`config.mk`:
```
export PLATFORM = sky130hd
export DESIGN_NAME = combo_cov_monitor
export DESIGN_NICKNAME = d
export VERILOG_FILES = /design/src/rtl/cov_pkg.sv /design/src/rtl/cov_bin_bank.sv /design/src/rtl/cov_sort_net.sv /design/src/rtl/cov_readout.sv /design/src/rtl/combo_cov_monitor.sv
export SDC_FILE = /design/constraint.sdc
export NUM_CORES = 1
export LEC_CHECK = 0
export BUFFER_PORTS_ARGS = -buffer_cell sky130_fd_sc_hd__buf_2
export CAP_MARGIN = 20
export CORE_UTILIZATION = 54
export CTS_CLUSTER_SIZE = 20
export DETAILED_ROUTE_END_ITERATION = 10
export GPL_ROUTABILITY_DRIVEN = 0
export MAX_ROUTING_LAYER = met4
export PLACE_DENSITY = 0.73
export SLEW_MARGIN = 10
export SYNTH_ARGS = -nofsm -noshare
export SYNTH_HDL_FRONTEND = slang
export SYNTH_SLANG_ARGS = --single-unit
```
`constraint.sdc`:
```
create_clock -name clk -period 2.8 [get_ports clk]
set_input_delay 0.14 -clock clk [delete_from_list [all_inputs] [get_ports clk]]
set_output_delay 0.14 -clock clk [all_outputs]
set_load 0.005 [all_outputs]
```
`src/rtl/cov_pkg.sv`:
```
package cov_pkg;

  typedef enum logic [1:0] {
    ST_COUNT,
    ST_SORT,
    ST_READ,
    ST_HOLD
  } cov_state_e;

  // Saturating increment: stays at lim once reached.
  function automatic logic [31:0] sat_inc(input logic [31:0] c, input logic [31:0] lim);
    return (c >= lim) ? c : c + 32'd1;
  endfunction

  // True when key (ca, ia) must be placed after key (cb, ib).
  function automatic logic key_after(input logic [31:0] ca, input logic [31:0] ia,
                                     input logic [31:0] cb, input logic [31:0] ib);
    return (ca > cb) || ((ca == cb) && (ia > ib));
  endfunction

endpackage

```
`src/rtl/cov_bin_bank.sv`:
```
module cov_bin_bank #(
  parameter int NUM_BINS = 8,
  parameter int IDX_W    = 3,
  parameter int CNT_W    = 8,
  parameter int CNT_MAX  = 255
) (
  input  logic                      clk,
  input  logic                      rst,
  input  logic                      sample_en,
  input  logic [IDX_W-1:0]          sample_idx,
  output logic [NUM_BINS-1:0]       inc_vec,
  output logic [NUM_BINS*CNT_W-1:0] bins_flat
);

  for (genvar b = 0; b < NUM_BINS; b++) begin : g_bin
    logic [CNT_W-1:0] cnt_q;

    assign inc_vec[b] = sample_en && (sample_idx == IDX_W'(b));

    always_ff @(posedge clk) begin
      if (rst) begin
        cnt_q <= '0;
      end else if (inc_vec[b]) begin
        cnt_q <= CNT_W'(cov_pkg::sat_inc(32'(cnt_q), 32'(CNT_MAX)));
      end
    end

    assign bins_flat[b*CNT_W +: CNT_W] = cnt_q;
  end

endmodule

```
`src/rtl/cov_sort_net.sv`:
```
module cov_sort_net #(
  parameter int NUM_BINS = 8,
  parameter int IDX_W    = 3,
  parameter int CNT_W    = 8
) (
  input  logic                      clk,
  input  logic                      rst,
  input  logic                      load,
  input  logic                      step,
  input  logic                      phase,
  input  logic [NUM_BINS*CNT_W-1:0] bins_flat,
  output logic [NUM_BINS*CNT_W-1:0] ent_cnt_flat,
  output logic [NUM_BINS*IDX_W-1:0] ent_idx_flat
);

  logic [CNT_W-1:0] cnt_q [NUM_BINS];
  logic [IDX_W-1:0] idx_q [NUM_BINS];
  logic [CNT_W-1:0] cnt_n [NUM_BINS];
  logic [IDX_W-1:0] idx_n [NUM_BINS];

  // One odd-even transposition pass: phase picks the pairs (0,1),(2,3).. or (1,2),(3,4)..
  always_comb begin
    for (int i = 0; i < NUM_BINS; i++) begin
      cnt_n[i] = cnt_q[i];
      idx_n[i] = idx_q[i];
    end
    for (int i = 0; i + 1 < NUM_BINS; i++) begin
      if ((i[0] == phase) &&
          cov_pkg::key_after(32'(cnt_q[i]), 32'(idx_q[i]),
                             32'(cnt_q[i+1]), 32'(idx_q[i+1]))) begin
        cnt_n[i]   = cnt_q[i+1];
        idx_n[i]   = idx_q[i+1];
        cnt_n[i+1] = cnt_q[i];
        idx_n[i+1] = idx_q[i];
      end
    end
  end

  always_ff @(posedge clk) begin
    for (int i = 0; i < NUM_BINS; i++) begin
      if (rst) begin
        cnt_q[i] <= '0;
        idx_q[i] <= IDX_W'(i);
      end else if (load) begin
        cnt_q[i] <= bins_flat[i*CNT_W +: CNT_W];
        idx_q[i] <= IDX_W'(i);
      end else if (step) begin
        cnt_q[i] <= cnt_n[i];
        idx_q[i] <= idx_n[i];
      end
    end
  end

  for (genvar e = 0; e < NUM_BINS; e++) begin : g_flat
    assign ent_cnt_flat[e*CNT_W +: CNT_W] = cnt_q[e];
    assign ent_idx_flat[e*IDX_W +: IDX_W] = idx_q[e];
  end

endmodule

```
`src/rtl/cov_readout.sv`:
```
module cov_readout #(
  parameter int NUM_BINS = 8,
  parameter int IDX_W    = 3,
  parameter int CNT_W    = 8
) (
  input  logic                      clk,
  input  logic                      rst,
  input  logic                      active,
  input  logic [NUM_BINS*CNT_W-1:0] ent_cnt_flat,
  input  logic [NUM_BINS*IDX_W-1:0] ent_idx_flat,
  input  logic                      out_ready,
  output logic                      out_valid,
  output logic [IDX_W-1:0]          out_bin,
  output logic [CNT_W-1:0]          out_count,
  output logic                      out_null,
  output logic                      out_last,
  output logic                      drained
);

  localparam int PTR_W = (NUM_BINS > 1) ? $clog2(NUM_BINS) : 1;

  logic [PTR_W-1:0] ptr_q;
  logic [CNT_W-1:0] cnt_arr [NUM_BINS];
  logic [IDX_W-1:0] idx_arr [NUM_BINS];
  logic             accept;

  for (genvar e = 0; e < NUM_BINS; e++) begin : g_unpack
    assign cnt_arr[e] = ent_cnt_flat[e*CNT_W +: CNT_W];
    assign idx_arr[e] = ent_idx_flat[e*IDX_W +: IDX_W];
  end

  assign out_valid = active;
  assign out_count = cnt_arr[ptr_q];
  assign out_bin   = idx_arr[ptr_q];
  assign out_null  = (cnt_arr[ptr_q] == '0);
  assign out_last  = (ptr_q == PTR_W'(NUM_BINS - 1));
  assign accept    = active && out_ready;
  assign drained   = accept && out_last;

  always_ff @(posedge clk) begin
    if (rst || !active) begin
      ptr_q <= '0;
    end else if (accept) begin
      ptr_q <= out_last ? '0 : ptr_q + PTR_W'(1);
    end
  end

endmodule

```
`src/rtl/combo_cov_monitor.sv`:
```
module combo_cov_monitor #(
  parameter int IN_W    = 3,
  parameter int CNT_MAX = 255,
  localparam int NUM_BINS = 1 << IN_W,
  localparam int CNT_W    = $clog2(CNT_MAX + 1)
) (
  input  logic             clk,
  input  logic             rst,
  input  logic [IN_W-1:0]  obs,
  input  logic             run_en,
  input  logic             done,
  input  logic             out_ready,
  output logic             out_valid,
  output logic [IN_W-1:0]  out_bin,
  output logic [CNT_W-1:0] out_count,
  output logic             out_null,
  output logic             out_last
);

  import cov_pkg::*;

  localparam int PASS_W = (NUM_BINS > 1) ? $clog2(NUM_BINS) : 1;

  cov_state_e                state_q;
  logic [PASS_W-1:0]         pass_q;

  // Named internal events, brought out for the checker.
  logic                      counting;
  logic                      sample_en;
  logic                      sort_load;
  logic                      sort_step;
  logic                      sort_last;
  logic                      drained;
  logic [NUM_BINS-1:0]       inc_vec;
  logic [NUM_BINS*CNT_W-1:0] bins_flat;
  logic [NUM_BINS*CNT_W-1:0] ent_cnt_flat;
  logic [NUM_BINS*IN_W-1:0]  ent_idx_flat;

  assign counting  = (state_q == ST_COUNT);
  assign sample_en = counting && run_en && !done;
  assign sort_load = counting && done;
  assign sort_step = (state_q == ST_SORT);
  assign sort_last = sort_step && (pass_q == PASS_W'(NUM_BINS - 1));

  always_ff @(posedge clk) begin
    if (rst) begin
      state_q <= ST_COUNT;
      pass_q  <= '0;
    end else begin
      unique case (state_q)
        ST_COUNT: begin
          pass_q <= '0;
          if (done) state_q <= ST_SORT;
        end
        ST_SORT: begin
          pass_q <= pass_q + PASS_W'(1);
          if (sort_last) state_q <= ST_READ;
        end
        ST_READ: begin
          if (drained) state_q <= ST_HOLD;
        end
        default: state_q <= ST_HOLD;
      endcase
    end
  end

  cov_bin_bank #(
    .NUM_BINS(NUM_BINS), .IDX_W(IN_W), .CNT_W(CNT_W), .CNT_MAX(CNT_MAX)
  ) u_bank (
    .clk(clk), .rst(rst), .sample_en(sample_en), .sample_idx(obs),
    .inc_vec(inc_vec), .bins_flat(bins_flat)
  );

  cov_sort_net #(
    .NUM_BINS(NUM_BINS), .IDX_W(IN_W), .CNT_W(CNT_W)
  ) u_sort (
    .clk(clk), .rst(rst), .load(sort_load), .step(sort_step), .phase(pass_q[0]),
    .bins_flat(bins_flat), .ent_cnt_flat(ent_cnt_flat), .ent_idx_flat(ent_idx_flat)
  );

  cov_readout #(
    .NUM_BINS(NUM_BINS), .IDX_W(IN_W), .CNT_W(CNT_W)
  ) u_read (
    .clk(clk), .rst(rst), .active(state_q == ST_READ),
    .ent_cnt_flat(ent_cnt_flat), .ent_idx_flat(ent_idx_flat),
    .out_ready(out_ready), .out_valid(out_valid), .out_bin(out_bin),
    .out_count(out_count), .out_null(out_null), .out_last(out_last),
    .drained(drained)
  );

endmodule

```
======== Word-level counts from Yosys, hierarchy flattened ========
Memory sizes are Yosys's and may differ from the RTL's.
Index checks and enable logic that the tools add are counted.
storage, ports and cells
  RAM bits ................................ 88
  output and inout bits ................... 14
  word-level logic and storage cells ...... 227
  flip-flop bits (word level) ............. 72
  input port bits ......................... 8
  memories ................................ 2
memories
  memory        depth  bits a word  read ports  clocked after memory_dff  write ports  line                text
  u_sort.cnt_q  8      8            8           0                         8            cov_sort_net.sv:16  logic [CNT_W-1:0] cnt_q [NUM_BINS];
  u_sort.idx_q  8      3            8           0                         8            cov_sort_net.sv:17  logic [IDX_W-1:0] idx_q [NUM_BINS];
operators by class
  bitwise gates (word level) .............. 42
  $lt $le $gt $ge ......................... 23
  reduce and logical (&&, ||, !) cells .... 51
  $add $sub $neg .......................... 10
  equal/unequal tests ..................... 21
  mux-type cells .......................... 67
operators with widths
  kind                                                              count
  8-bit 2-to-1 mux                                                  18
  16-bit 2-to-1 mux                                                 7
  8-bit by 1-bit adder with 8-bit output (second input constant)    8
  8-bit >= comparator (second input constant)                       8
  3-bit 2-to-1 mux                                                  19
  8-bit == test                                                     7
  8-bit greater-than comparator                                     7
  6-bit 2-to-1 mux                                                  7
  1-bit bitwise OR                                                  32
  1-bit logical AND                                                 28
  8-bit binary-select mux with 3-bit select                         1
  3-bit greater-than comparator                                     7
  3-bit == test (second input constant)                             6
  2-bit AND reduction                                               8
  3-bit binary-select mux with 3-bit select                         1
  1-bit 2-to-1 mux                                                  9
  1-bit inverter                                                    9
  8-bit zero test                                                   1
  1-bit logical OR                                                  8
  3-bit by 1-bit adder with 3-bit output (second input constant)    2
  3-bit by 2-bit == test with 1-bit output (second input constant)  2
  2-bit 2-to-1 mux                                                  3
  2-bit one-hot mux with 3 select lines                             1
  3-bit one-hot mux with 2 select lines                             1
  other kinds (12)                                                  14

======== Longest topological paths before layout ========
Gate-level depths: netlist of the first run.
  depth in word-level cells ............... 12
  depth in mapped cells ................... 10

======== Hierarchy ========
A second synthesis of the first run with hierarchy kept.
second synthesis, totals
  cell total of the unflattened synthesis .. 1082
  area, all modules ....................... 10639.0 sq um
by module, submodules not included
  module             area each (sq um)  cells an instance  times used
  cov_sort_net       6226.0             590                1
  cov_bin_bank       3116.7             359                1
  cov_readout        1044.8             106                1
  combo_cov_monitor  251.5              27                 1

======== Worst setup path after synthesis of the first run ========
Ideal clock, no wire load.
  path kind ............................... register to register
  start ................................... mem u_sort.cnt_q[5][1], in the netlist u_sort.cnt_q[1][9]
  end ..................................... mem u_sort.cnt_q[5][2], in the netlist u_sort.cnt_q[1][10] (enable)
  clock period less this slack ............ 2896 ps
  data arrival time ....................... 2513 ps
  cell stages (with the launch flop) ...... 8
  data required time ...................... 2418 ps
  slack ................................... -96 ps
  path through ............................ edfxtp_1 -> ha_1 -> nor2b_1 -> o31ai_1 -> a311o_1 -> a221oi_1 -> nor2_1 -> a21oi_1
RTL lines
  item             line
  start, declared  cov_sort_net.sv:16

==> run_results.csv, run 1 <==
group,metric,value,unit
run_status,status,"complete, no violations",
final_layout,final_area,11500,µm²
final_layout,layout.nets,1136,
place,placement.io_buffers,21,
routing,route.detailed.drc,0,
routing,wl,25000,µm
global_route,track_usage,28.4,%
yosys,ys_ff_latch,160,
worst_hold_path,hold_class,"in -> reg",
timing,fin_crit,2.73,ns
global_route,use_met3,6.36,%
yosys,synth.cell_area,9890,µm²
place,dpl.hpwl,18600,µm
yosys,synth_simple_gate_area_share,15.8,%
power,power.leakage,4.78,nW
timing,finClkSkew,0.00872,ns
power,power.density,626,nW/µm²
global_route,grt_overflow,0,
timing,worstMarginPinSlew,0.840,ns
yosys,syn_area_per_cell,10.3,µm²
yosys,synth_edf_count,88,
place,dpl_cell_area,10800,µm²
setup_path,path_class,"reg -> reg",
routing,vias,7706,
yosys,synth_top_family_by_area,"simple AND/OR/NAND/NOR gates",
yosys,async_flop_share,0,%
floorplanning,dieHeight,137,µm
global_route,grt.busiest_layer,"met2",
cts,cts_made_buffers,17,
timing,fin_ws,0.0654,ns
final_layout,most-common-layout-cells,"92 x inv_1, 89 x ha_1, 88 x nor2_1, 88 x edfxtp_1, 75 x buf_4",
global_route,grt_max_degree,65,
setup_path,crit_arrival,2.91,ns
place,pre_cts_ws,-0.212,ns
global_route,grt_pass1_vias,7096,
final_layout,synthToLayoutAreaGrowth,15.8,%
timing,final.period_utilization,97.7,%
yosys,synthMuxAreaShare,8.16,%
cts,clock-sinks,160,
timing,hold_slack,0.0456,ns
timing,slew_violations,0,
yosys,synth_compound_area_share,13.7,%
floorplanning,io_pins,22,
routing,drt_iter0_markers,656,
floorplanning,dieArea,18900,µm²
setup_path,worstPathRequired,2.98,ns
yosys,synth_xor_area_share,4.52,%
floorplanning,coreArea,18000,µm²
timing,setup_violations,0,
yosys,synth_cell_types,62,
timing,fmax,0.366,GHz
flow_run,drv_cap,0,
final_layout,diodes,0,
timing,hold_viol_final,0,
routing,avgViaCountPerCell,6.02,
yosys,yosysWarnings,0,
power,power,7.17,mW
cts,cts_root_buffer,"clkbuf_16",
setup_path,crit_path_end_kind,"register",
cts,path_clk_slew,0.07,ns
yosys,syn_inst,957,
yosys,ys_seq_area_share,41.3,%
power,peakVddDrop,0.356,mV
cts,clock_latency,0.43,ns
cts,cts_buffer_depth,2,
timing,maxSlewHeadroom,43.6,%
global_route,met1_usage,38.1,%
setup_path,critPathMaxFanout,16,
yosys,synth_nets,1054,
floorplanning,start_util,55.0,%
final_layout,final_common_cell,"inv_1",
cts,cts_tree,"yes",
routing,dr.pass1.iters,4,
routing,wl_per_cell,19.5,µm
setup_path,cp-start-kind,"register",
global_route,grt_pass1_wl,38600,µm
yosys,dominantRegCellSynth,"edfxtp_1",
floorplanning,fp.dieW,137,µm
timing,tns,0,ns
final_layout,drive_gt1_share,17.5,%
yosys,synth_fa_ha_area_share,11.3,%
floorplanning,rows,49,
global_route,antenna_found_initial,0,
global_route,grt_use_met2,42.7,%
timing,rsz0062_at_grt,"yes",
routing,detail-route-antenna-nets,0,
cts,holdBufCountCts,0,
cts,htreeDepth,4,
worst paths after layout:
| check | start | to | slack, ns | cells after the start |
|---|---|---|---|---|
| hold / removal | out_ready | u_read.ptr_q[0]$_SDFFE_PP0P_ | 0.05 | 3 |
| hold reg to reg | u_bank.g_bin[2].cnt_q[7]$_SDFFE_PP0P_ | u_bank.g_bin[2].cnt_q[7]$_SDFFE_PP0P_ | 0.51 | 2 |
| setup reg to reg | u_sort.cnt_q[1][10]$_DFFE_PP_ | u_sort.cnt_q[1][13]$_DFFE_PP_ | 0.07 | 10 |
| setup / recovery | u_sort.cnt_q[1][10]$_DFFE_PP_ | u_sort.cnt_q[1][13]$_DFFE_PP_ | 0.07 | 10 |
sequential cells by signal (all words and copies together), names as in the netlist:
signal              flops
u_bank.g_bin.cnt_q     64
u_sort.cnt_q           64
u_read.ptr_q            3
state_q                 2
u_sort.idx_q           24
pass_q                  3
worst max-delay path, stage by stage (launching register included):
cell      delay, ns
edfxtp_1       0.42
buf_4          0.16
inv_1          0.05
ha_1           0.23
a21o_1         0.16
a211o_1        0.29
a221oi_1       0.41
buf_4          0.19
nor4_2         0.04
buf_4          0.20
a221o_1        0.33
Yosys cell counts, drive strengths merged, types with 14 or more instances:
cell type	instances	area share, %
and2	42	2.7
a21oi	19	0.96
edfxtp	88	27
nand3	14	0.71
nand4	34	2.2
dfxtp	72	15
nor2	88	3.3
o21ai	40	2.0
a221o	42	4.3
xor2	38	3.4
inv	92	3.5
mux4	22	5.0
mux2i	21	2.1
nand2	53	2.0
ha	89	11
and3	14	0.89
clkbuf	26	0.99
power by group:
part | internal [mW] | switching, mW | leakage, nW
sequential | 2.73 | 0.196 | 1.52
clock | 1.47 | 0.949 | 0.302
combinational | 0.815 | 1.01 | 2.95
kinds of logic (layout without fill, tap and decap cells):
group | after synthesis | in the layout
simple gates | 298 | 298
xor+xnor | 51 | 51
mux | 52 | 52
fa+ha+maj | 89 | 89
buf+inv | 131 | 226
flops | 160 | 160
compound gates | 176 | 176
metrics by stage:
stage | util (%) | instances
finish | 63.8 | 1281
global route | 63.8 | 1281
CTS | 63.5 | 1282
detailed placement | 60.0 | 1249
global placement | 59.9 | 1247
floorplan | - | 957
layer usage:
metal	vias up	share of wire, %
met1	3673	45
met3	49	7.2
met5	-	0
met2	275	45
met4	0	2.1
li1	3709	-
final cells by class:
class / instances / area, µm²
fillers: 1419 / 6510
multi-input cells: 666 / 5350
flip-flops and latches: 160 / 4080
repair buffers: 102 / 771
clock buffers: 24 / 514
inverters: 92 / 345
well taps: 229 / 287
clock inverters: 8 / 100
repair_timing:
action	4_1_cts	5_1_grt
pin swaps	1	1
gates cloned	0	0
gates resized for setup	3	11
endpoints found under the setup margin	28	51
setup buffers	1	0
(Power assumes the default switching activity.)
==> run 2, diff against run 1 <==
--- a/config.mk
+++ b/config.mk
@@ -11,8 +11,8 @@
 export CTS_CLUSTER_SIZE = 20
 export DETAILED_ROUTE_END_ITERATION = 10
 export GPL_ROUTABILITY_DRIVEN = 0
-export MAX_ROUTING_LAYER = met4
 export PLACE_DENSITY = 0.73
+export SETUP_SLACK_MARGIN = 0.3
 export SLEW_MARGIN = 10
 export SYNTH_ARGS = -nofsm -noshare
 export SYNTH_HDL_FRONTEND = slang
==> run 2 against run 1 <==
Critical path depth decreased by 2; worst setup slack improved by 0.15 ns; global-route usage decreased by 0.25 points; power increased by 4.4%; combinational power increased by 21%; wire length increased by 11%; cell count increased by 2.2%; critical path type unchanged; largest cell class unchanged; highest routed layer unchanged.
==> run_results.csv, run 2 (same netlist as run 1, synthesis figures left out) <==
group,metric,value,unit
setup_path,cp_cell_sequence,"inv_1 -> ha_1 -> a21o_1 -> a211o_1 -> a221oi_4 -> buf_4 -> nor3_1 -> a221o_1",
routing,wl_met1,11600,µm
global_route,grt_max_degree,71,
place,dpl.hpwl,18500,µm
setup_path,worstPathRequired,2.98,ns
setup_path,path_class,"reg -> reg",
setup_path,slowest_delay,0.43,ns
power,peakVddDrop,0.439,mV
routing,wl_per_cell,21.1,µm
routing,route.detailed.drc,0,
timing,slew_violations,0,
timing,fmax,0.387,GHz
timing,final.period_utilization,92.4,%
final_layout,layout.nets,1164,
routing,vias,8235,
floorplanning,rows,49,
place,dp.cells,1216,
place,placement.io_buffers,21,
global_route,track_usage,28.2,%
setup_path,crit_path_end_kind,"register",
power,power.density,623,nW/µm²
cts,cts_tree,"yes",
floorplanning,coreArea,18000,µm²
routing,highest_layer,"met4",
global_route,grt_pass1_wl,39500,µm
final_layout,drive_gt1_share,23.6,%
setup_path,crit_arrival,2.77,ns
final_layout,reg_top3,"u_bank.g_bin.cnt_q (64), u_sort.cnt_q (64), u_sort.idx_q (24)",
global_route,grt_overflow,0,
floorplanning,dieHeight,137,µm
power,power.leakage,4.99,nW
final_layout,fillerInstances,1291,
setup_path,cp_num_buf_inv,2,
cts,clock_latency,0.44,ns
cts,cts_buffer_depth,2,
cts,cts_root_buffer,"clkbuf_16",
flow_run,drv_cap,0,
cts,path_clk_slew,0.06,ns
final_layout,multi_input_area,5640,µm²
routing,detail-route-antenna-nets,0,
floorplanning,fp.dieW,137,µm
worst_hold_path,hold_class,"in -> reg",
cts,clock-sinks,160,
setup_path,path_delay_family,"compound AO/OA/AOI/OAI gates",
final_layout,diodes,0,
setup_path,cp-start-kind,"register",
floorplanning,start_util,55.0,%
final_layout,final_area,12000,µm²
timing,rsz0062_at_grt,"yes",
routing,dr.pass1.iters,5,
routing,wl_met3,2650,µm
timing,finClkSkew,0.00943,ns
routing,drt_iter0_markers,940,
cts,holdBufCountCts,0,
place,dpl_cell_area,10500,µm²
routing,wl,27600,µm
timing,tns,0,ns
cts,htreeDepth,4,
final_layout,synthToLayoutAreaGrowth,21.5,%
timing,worstMarginPinSlew,0.734,ns
setup_path,worst_path_max_delay_cell,"edfxtp_1",
timing,maxSlewHeadroom,51.0,%
cts,cts_made_buffers,17,
final_layout,most-common-layout-cells,"88 x inv_1, 88 x edfxtp_1, 87 x buf_4, 86 x nor2_1, 85 x ha_1",
run_status,status,"complete, no violations",
timing,fin_crit,2.59,ns
routing,wl_met2,12500,µm
timing,setup_violations,0,
global_route,grt_pass1_vias,7237,
floorplanning,dieArea,18900,µm²
global_route,antenna_found_initial,0,
timing,hold_viol_final,0,
final_layout,regArea,4080,µm²
final_layout,layoutNonFillerInstCount,1309,
floorplanning,io_pins,22,
routing,avgViaCountPerCell,6.29,
setup_path,critPathMaxFanout,4,
==> run 2: worst register-to-register path: stages, from the launching register on <==
cell and delay [ns]:
edfxtp_1 0.43, inv_1 0.08, ha_1 0.31, a21o_1 0.17, a211o_1 0.33, a221oi_4 0.39
buf_4 0.19, nor3_1 0.06, a221o_1 0.38
==> run 2: path summary, 6_finish.rpt <==
path	slack, ns	end	cells past startpoint	startpoint
worst min register to register	0.52	u_bank.g_bin[2].cnt_q[7]$_SDFFE_PP0P_	2	u_bank.g_bin[2].cnt_q[7]$_SDFFE_PP0P_
worst max-delay path	0.21	u_sort.idx_q[1][3]$_SDFFCE_PN1P_	8	u_sort.cnt_q[1][10]$_DFFE_PP_
worst max register to register	0.21	u_sort.idx_q[1][3]$_SDFFCE_PN1P_	8	u_sort.cnt_q[1][10]$_DFFE_PP_
worst min-delay path	0.06	u_read.ptr_q[2]$_SDFFE_PP0P_	3	out_ready
==> run 2: per-stage QoR <==
step                util (%)  hold WS, ns  setup WS (ns)  power (mW)
floorplan                  -        0.292          0.279        4.01
global placement        58.7        0.476         0.0590        4.53
detailed placement      58.7        0.479         0.0722        4.59
CTS                     63.6       0.0357          0.270        7.05
global route            66.8       0.0954          0.152        7.77
finish                  66.8       0.0617          0.214        7.48
==> run 2: repair_timing <==
item                                    in CTS  in global routing
endpoints found under the setup margin     138                154
gates cloned                                 1                  6
setup buffers                               19                 35
resized for setup                           24                 57
pin swaps                                    6                 20
==> run 2: layout make-up <==
class                      instances  area share (%)
timing repair buffer             129            8.90
clock buffer                      22            4.03
sequential                       160            34.0
tap                              229            2.39
multi-input combinational        667            47.0
inverter                          92            2.90
clock inverter                    10           0.802
==> run 2: routing by layer <==
| metal | GRT usage [%] | vias to the layer above |
|---|---|---|
| li1 | - | 3773 |
| met5 | 0 | - |
| met2 | 42.5 | 419 |
| met4 | 10.9 | 0 |
| met3 | 5.41 | 81 |
| met1 | 39.8 | 3962 |
==> run 2: power by group <==
| part | switching, mW | internal, mW | total (mW) |
|---|---|---|---|
| Sequential | 0.213 | 2.73 | 2.95 |
| Clock | 0.986 | 1.33 | 2.31 |
| Combinational | 1.20 | 1.02 | 2.22 |
| Total | 2.40 | 5.08 | 7.48 |
